===== config.mk =====
export PLATFORM = sky130hd
export DESIGN_NAME = bm_dma_regs
export DESIGN_NICKNAME = d
export VERILOG_FILES = /design/src/rtl/bm_pkg.sv /design/src/rtl/bm_lane_dec.sv /design/src/rtl/bm_base_reg.sv /design/src/rtl/bm_cmd_ctl.sv /design/src/rtl/bm_dma_regs.sv
export SDC_FILE = /design/constraint.sdc
export NUM_CORES = 1
export LEC_CHECK = 0
export ABC_AREA = 1
export ABC_CLOCK_PERIOD_IN_PS = 3370
export BUFFER_PORTS_ARGS = -buffer_cell sky130_fd_sc_hd__buf_2
export CAP_MARGIN = 30
export CELL_PAD_IN_SITES_DETAIL_PLACEMENT = 0
export CELL_PAD_IN_SITES_GLOBAL_PLACEMENT = 1
export CORE_UTILIZATION = 40
export CTS_BUF_LIST = sky130_fd_sc_hd__clkbuf_2 sky130_fd_sc_hd__clkbuf_4 sky130_fd_sc_hd__clkbuf_8
export DETAILED_ROUTE_END_ITERATION = 12
export GPL_ROUTABILITY_DRIVEN = 0
export PLACE_DENSITY_LB_ADDON = 0.1
export SETUP_SLACK_MARGIN = 0.02
export SKIP_CTS_REPAIR_TIMING = 1
export SLEW_MARGIN = 10
export SYNTH_ARGS = -nofsm -noshare
export SYNTH_HDL_FRONTEND = slang
export SYNTH_SLANG_ARGS = --single-unit

===== constraint.sdc =====
create_clock -name clk -period 3.37 [get_ports clk]
set_clock_uncertainty 0.15 [all_clocks]
set_input_delay 0 -clock clk [delete_from_list [all_inputs] [get_ports clk]]
set_output_delay 0 -clock clk [all_outputs]
set_load 0.005 [all_outputs]

===== src/rtl/bm_pkg.sv =====
package bm_pkg;
  typedef enum logic [1:0] {
    SZ_BYTE = 2'd0,
    SZ_HALF = 2'd1,
    SZ_WORD = 2'd2
  } acc_size_e;

  // number of bytes covered by an access size code
  function automatic logic [3:0] size_bytes(input logic [1:0] sz);
    case (sz)
      SZ_BYTE: size_bytes = 4'd1;
      SZ_HALF: size_bytes = 4'd2;
      default: size_bytes = 4'd4;
    endcase
  endfunction
endpackage


===== src/rtl/bm_lane_dec.sv =====
module bm_lane_dec
  import bm_pkg::*;
#(
  parameter int LANES  = 8,
  parameter int DATA_W = 32,
  localparam int OFF_W = $clog2(LANES)
) (
  input  logic                 wr_en,
  input  logic [OFF_W-1:0]     offset,
  input  logic [1:0]           size,
  input  logic [DATA_W-1:0]    wdata,
  output logic [LANES-1:0]     lane_we,
  output logic [8*LANES-1:0]   lane_data
);
  logic [OFF_W:0] first_lane;
  logic [OFF_W:0] end_lane;

  assign first_lane = {1'b0, offset};
  assign end_lane   = first_lane + (OFF_W+1)'(size_bytes(size));

  for (genvar k = 0; k < LANES; k++) begin : g_lane
    assign lane_we[k] = wr_en && ((OFF_W+1)'(k) >= first_lane) &&
                        ((OFF_W+1)'(k) < end_lane);
  end

  assign lane_data = (8*LANES)'(wdata) << {offset, 3'b000};
endmodule


===== src/rtl/bm_base_reg.sv =====
module bm_base_reg #(
  parameter int ADDR_W = 32,
  localparam int NB = ADDR_W / 8
) (
  input  logic              clk,
  input  logic              rst_n,
  input  logic [NB-1:0]     lane_we,
  input  logic [ADDR_W-1:0] lane_data,
  output logic [ADDR_W-1:0] base
);
  for (genvar k = 0; k < NB; k++) begin : g_byte
    localparam logic [7:0] KEEP = (k == 0) ? 8'hFC : 8'hFF;
    always_ff @(posedge clk) begin
      if (!rst_n)
        base[8*k +: 8] <= '0;
      else if (lane_we[k])
        base[8*k +: 8] <= lane_data[8*k +: 8] & KEEP;
    end
  end


  untouched_lane_chk: assert property (@(posedge clk) disable iff (!rst_n)
    (lane_we == '0) |=> $stable(base));
endmodule


===== src/rtl/bm_cmd_ctl.sv =====
module bm_cmd_ctl (
  input  logic       clk,
  input  logic       rst_n,
  input  logic       cmd_we,
  input  logic [7:0] cmd_byte,
  input  logic       sts_we,
  input  logic [1:0] sts_clr,     // {clear irq, clear err}
  input  logic       walk_done,
  input  logic       walk_more,
  input  logic       walk_err,
  input  logic       drive_irq,
  output logic [7:0] cmd_q,
  output logic [7:0] sts_q,
  output logic       start_pulse,
  output logic       rewind_pulse,
  output logic       cancel_pulse
);
  localparam logic [7:0] CMD_KEEP = 8'h09;

  logic active_q, err_q, irq_q;
  logic start_edge;

  assign start_edge = cmd_we && (cmd_byte[0] != cmd_q[0]);
  assign sts_q      = {5'b0, irq_q, err_q, active_q};

  always_ff @(posedge clk) begin
    if (!rst_n) begin
      cmd_q        <= '0;
      active_q     <= 1'b0;
      err_q        <= 1'b0;
      irq_q        <= 1'b0;
      start_pulse  <= 1'b0;
      rewind_pulse <= 1'b0;
      cancel_pulse <= 1'b0;
    end else begin
      start_pulse  <= 1'b0;
      rewind_pulse <= 1'b0;
      cancel_pulse <= 1'b0;

      if (walk_done) active_q <= walk_more;

      if (walk_err)                   err_q <= 1'b1;
      else if (sts_we && sts_clr[0])  err_q <= 1'b0;

      if (drive_irq)                  irq_q <= 1'b1;
      else if (sts_we && sts_clr[1])  irq_q <= 1'b0;

      if (cmd_we) cmd_q <= cmd_byte & CMD_KEEP;

      if (start_edge) begin
        if (!cmd_byte[0]) begin
          active_q     <= 1'b0;
          cancel_pulse <= 1'b1;
        end else begin
          rewind_pulse <= 1'b1;
          if (!active_q) begin
            active_q    <= 1'b1;
            start_pulse <= 1'b1;
          end
        end
      end
    end
  end


  start_sets_active_chk: assert property (@(posedge clk) disable iff (!rst_n)
    start_pulse |-> (active_q && rewind_pulse && cmd_q[0]));

  start_only_when_idle_chk: assert property (@(posedge clk) disable iff (!rst_n)
    (cmd_we && cmd_byte[0] && !cmd_q[0] && active_q) |=> !start_pulse);

  cancel_clears_active_chk: assert property (@(posedge clk) disable iff (!rst_n)
    cancel_pulse |-> (!active_q && !cmd_q[0] && !rewind_pulse));

  same_start_no_pulse_chk: assert property (@(posedge clk) disable iff (!rst_n)
    (cmd_we && (cmd_byte[0] == cmd_q[0])) |=>
      !(start_pulse || rewind_pulse || cancel_pulse));

  irq_latch_chk: assert property (@(posedge clk) disable iff (!rst_n)
    drive_irq |=> irq_q);

  walk_idle_chk: assert property (@(posedge clk) disable iff (!rst_n)
    (walk_done && !walk_more && !cmd_we) |=> !active_q);

  err_latch_chk: assert property (@(posedge clk) disable iff (!rst_n)
    walk_err |=> err_q);

  one_pulse_kind_chk: assert property (@(posedge clk) disable iff (!rst_n)
    $onehot0({start_pulse, cancel_pulse}));
endmodule


===== src/rtl/bm_dma_regs.sv =====
module bm_dma_regs #(
  parameter int ADDR_W    = 32,
  parameter int LANES     = 8,
  parameter int CMD_LANE  = 0,
  parameter int STS_LANE  = 1,
  parameter int BASE_LANE = 4,
  localparam int OFF_W    = $clog2(LANES),
  localparam int NB       = ADDR_W / 8
) (
  input  logic              clk,
  input  logic              rst_n,
  input  logic              wr_en,
  input  logic              rd_en,
  input  logic [OFF_W-1:0]  reg_off,
  input  logic [1:0]        acc_size,
  input  logic [31:0]       wr_data,
  output logic [31:0]       rd_data,
  input  logic              drive_irq,
  input  logic              walk_done,
  input  logic              walk_more,
  input  logic              walk_err,
  output logic              start_pulse,
  output logic              rewind_pulse,
  output logic              cancel_pulse,
  output logic              dma_active,
  output logic              dir_to_mem,
  output logic [ADDR_W-1:0] table_base,
  output logic              host_irq
);
  logic [LANES-1:0]   lane_we;
  logic [8*LANES-1:0] lane_data;
  logic [7:0]         cmd_q, sts_q;
  logic [8*LANES-1:0] window;
  logic [31:0]        shifted;
  logic               unused_bits;

  bm_lane_dec #(.LANES(LANES), .DATA_W(32)) i_dec (
    .wr_en    (wr_en),
    .offset   (reg_off),
    .size     (acc_size),
    .wdata    (wr_data),
    .lane_we  (lane_we),
    .lane_data(lane_data)
  );

  bm_cmd_ctl i_ctl (
    .clk         (clk),
    .rst_n       (rst_n),
    .cmd_we      (lane_we[CMD_LANE]),
    .cmd_byte    (lane_data[8*CMD_LANE +: 8]),
    .sts_we      (lane_we[STS_LANE]),
    .sts_clr     ({lane_data[8*STS_LANE+2], lane_data[8*STS_LANE+1]}),
    .walk_done   (walk_done),
    .walk_more   (walk_more),
    .walk_err    (walk_err),
    .drive_irq   (drive_irq),
    .cmd_q       (cmd_q),
    .sts_q       (sts_q),
    .start_pulse (start_pulse),
    .rewind_pulse(rewind_pulse),
    .cancel_pulse(cancel_pulse)
  );

  bm_base_reg #(.ADDR_W(ADDR_W)) i_base (
    .clk      (clk),
    .rst_n    (rst_n),
    .lane_we  (lane_we[BASE_LANE +: NB]),
    .lane_data(lane_data[8*BASE_LANE +: ADDR_W]),
    .base     (table_base)
  );

  assign dma_active = sts_q[0];
  assign dir_to_mem = cmd_q[3];
  assign host_irq   = drive_irq;

  always_comb begin
    window = '0;
    window[8*CMD_LANE +: 8]       = cmd_q;
    window[8*STS_LANE +: 8]       = sts_q;
    window[8*BASE_LANE +: ADDR_W] = table_base;
  end

  assign shifted = 32'(window >> {reg_off, 3'b000});

  always_ff @(posedge clk) begin
    if (!rst_n)
      rd_data <= '0;
    else if (rd_en)
      case (acc_size)
        2'd0:    rd_data <= {24'b0, shifted[7:0]};
        2'd1:    rd_data <= {16'b0, shifted[15:0]};
        default: rd_data <= shifted;
      endcase
  end

  assign unused_bits = ^{lane_we[3:2], lane_data[31:16], lane_data[15:11],
                         lane_data[8]};


  read_hold_chk: assert property (@(posedge clk) disable iff (!rst_n)
    !rd_en |=> $stable(rd_data));

  irq_pass_chk: assert property (@(posedge clk) disable iff (!rst_n)
    host_irq == drive_irq);

  base_align_chk: assert property (@(posedge clk) disable iff (!rst_n)
    table_base[1:0] == 2'b00);
endmodule


==> reports/summary.txt <==
Die ar.: 11400 um2
Hold/Removal Path Class: input pin to flip-flop
GRT Util Overall: 0.269
Setup violations, final: 0
first-pass GRT wire length: 23700 um
Compound-Gate Fraction of Synth Area: 0.175
post-synthesis async set-or-reset flop share: 0
Overall Power: 2.08 mW
number of routed nets with antenna violations: 0
Via density: 5.18
WL met3: 1120 um
drt initial violations: 324
#FFs+latches synth: 70
post-synthesis simple-gate area fraction: 0.383
status: complete, but fails checks
chip height: 107 um
Initial DRT Pass Iterations: 5
Starting Density: 0.418
Crit Path Max Fanout: 33
IO Pins: 115
largest family of logic cells by synthesized area: simple AND/OR/NAND/NOR gates
top post-synthesis cells by area: dfxtp_1, nand2_1, nor2_1
Root Driver: clkbuf_8
top_reg_cell synth: dfxtp_1
Worst slew margin: 0.468
Worst EP arrival: 2.38 ns
M1 WL: 6610 um
clock sink count: 70
drt total wl: 14900 um
CP startpoint kind: input pin
nets: 886
grt ovf: 0
Final TNS setup: 0 ns
worst setup path class: input pin to flip-flop
Final Hold Fails: 11
top-count cell post-synth: nand2_1
hold slack: -0.0524 ns
multiplexer area fraction after synthesis: 0
Area Overhead vs Synth: 19.2%
average size of a mapped cell: 5.96 um2
met2 WL post-DR: 6780 um
area share of fa/ha/maj cells after synthesis: 0.0131
CTS tree: yes
Max Transition Viols Final: 0
Power Dens Cells: 397 nW/um2
initial antenna violation count: 0
Layout Utilization: 0.498
# DRC: 0
XOR/XNOR Fraction of Synth Area: 0
Unique masters post-synth: 35
# port buffers: 112
Slew @ Worst Pin: 0.798 ns
VDD IR max: 0.000219 V
Reg clk slew, reported paths: 0.07 ns
Worst setup EP type: flip-flop
max frequency: 446 MHz
CTS Buffer Depth: 2
failing checks: hold timing
crit share post-route: 0.666
largest net degree at the start of global routing: 55
Final min period: 2.24 ns
routed via count: 5068
CTS buffer count: 9
chip width: 107 um
core area: 10500 um2
cell row count: 37
HPWL after DPL: 10500 um
maxcap violations: 0
Yosys top cell by area: dfxtp_1
Synth Instances: 737
Leak: 2.60 nW
mean routed wirelength per cell: 15.3 um
sequential area share after synthesis: 0.319
layout cell share with drive strength beyond 1: 0.177
Register-to-Register Setup Slack: 1.30 ns
H-tree levels: 3
vias in the first global route: 4683
Post-synth top cells: nand2_1, nor2_1, dfxtp_1
RSZ-0062 raised after global routing: false
critical path required time: 3.51 ns
Ant. Diodes: 0
EDFF count, synth: 0
clk_lat worst skew: 0.34 ns
Mapped Area: 4390 um2
highest metal used: met4
post-synth top area share: 0.319
yosys warns: 0
-- routing by layer --
| metal | global-route usage | up-vias |
|---|---|---|
| li1 | - | 2538 |
| met1 | 0.346 | 2288 |
| met2 | 0.440 | 212 |
| met3 | 0.0547 | 30 |
| met4 | 0.111 | 0 |
| met5 | 0 | - |
-- registers in the layout (all words and copies together) (netlist names) --
register / flops
rd_data: 32
i_base.base: 30
i_ctl.cmd_q: 2
i_ctl.active_q: 1
i_ctl.cancel_pulse: 1
i_ctl.err_q: 1
i_ctl.irq_q: 1
i_ctl.rewind_pulse: 1
i_ctl.start_pulse: 1
-- cell type report --
type | instances | area, um2
clock inverters | 4 | 45.0
multi-input cells | 567 | 2520
inverters | 60 | 229
well taps | 136 | 170
repair buffers | 129 | 716
clock buffers | 12 | 159
flip-flops and latches | 70 | 1400
fillers | 1086 | 5270
-- worst max-delay path: stages --
cell,delay [ns]
buf_2,0.11
buf_4,0.30
clkinv_1,0.57
buf_4,0.44
nand3_1,0.11
nand2_1,0.06
dlygate4sd3_1,0.55
nand2_1,0.07
nand2_1,0.05
nor2_1,0.10
-- per-stage QoR --
stage | cell area (um2) | setup slack (ns) | std cells
global placement | 4920 | 0.706 | 951
floorplan | 4400 | 1.58 | 738
finish | 5240 | 1.13 | 978
CTS | 5130 | 1.14 | 967
global route | 5240 | 0.956 | 978
detailed placement | 4920 | 0.778 | 951
-- placed cells by master, fill, tap and decap left out, types with 2 or more instances in the layout --
master	netlist	layout
nand2_1	296	296
buf_2	8	112
nor2_1	80	80
dfxtp_1	70	70
o21ai_0	57	57
inv_1	50	50
a21oi_1	43	43
nand3_1	33	33
o21ai_1	13	13
o211ai_1	13	13
clkbuf_8	0	11
dlygate4sd3_1	0	11
inv_2	6	6
buf_4	5	6
a31oi_1	5	5
clkinv_2	1	4
a22o_1	4	4
ha_1	3	3
o22ai_1	2	2
nand2_2	2	2
clkinv_1	2	2
and2_0	2	2
nor2_8	2	2
o221ai_1	2	2
conb_1	1	2
-- logic make-up after synthesis --
family,Yosys count
AND/OR/NAND/NOR,421
AO/OA/AOI/OAI,140
buffers and inverters,101
flip-flops,70
adder cells (fa/ha/maj),4
other,1
-- worst paths after layout --
kind                  start               to  cells past startpoint
max              reg_off[0]  i_base.base[17]                     10
min             wr_data[19]  i_base.base[19]                      5
max reg2reg  i_ctl.active_q   i_ctl.active_q                      4
min reg2reg     rd_data[23]      rd_data[23]                      2
-- report_power, final --
group | switching (mW) | internal [mW] | leakage [nW]
Combinational | 0.299 | 0.158 | 1.92
Sequential | 0.0454 | 0.873 | 0.571
Clock | 0.319 | 0.387 | 0.110
Power figures use the tool's default switching activity.
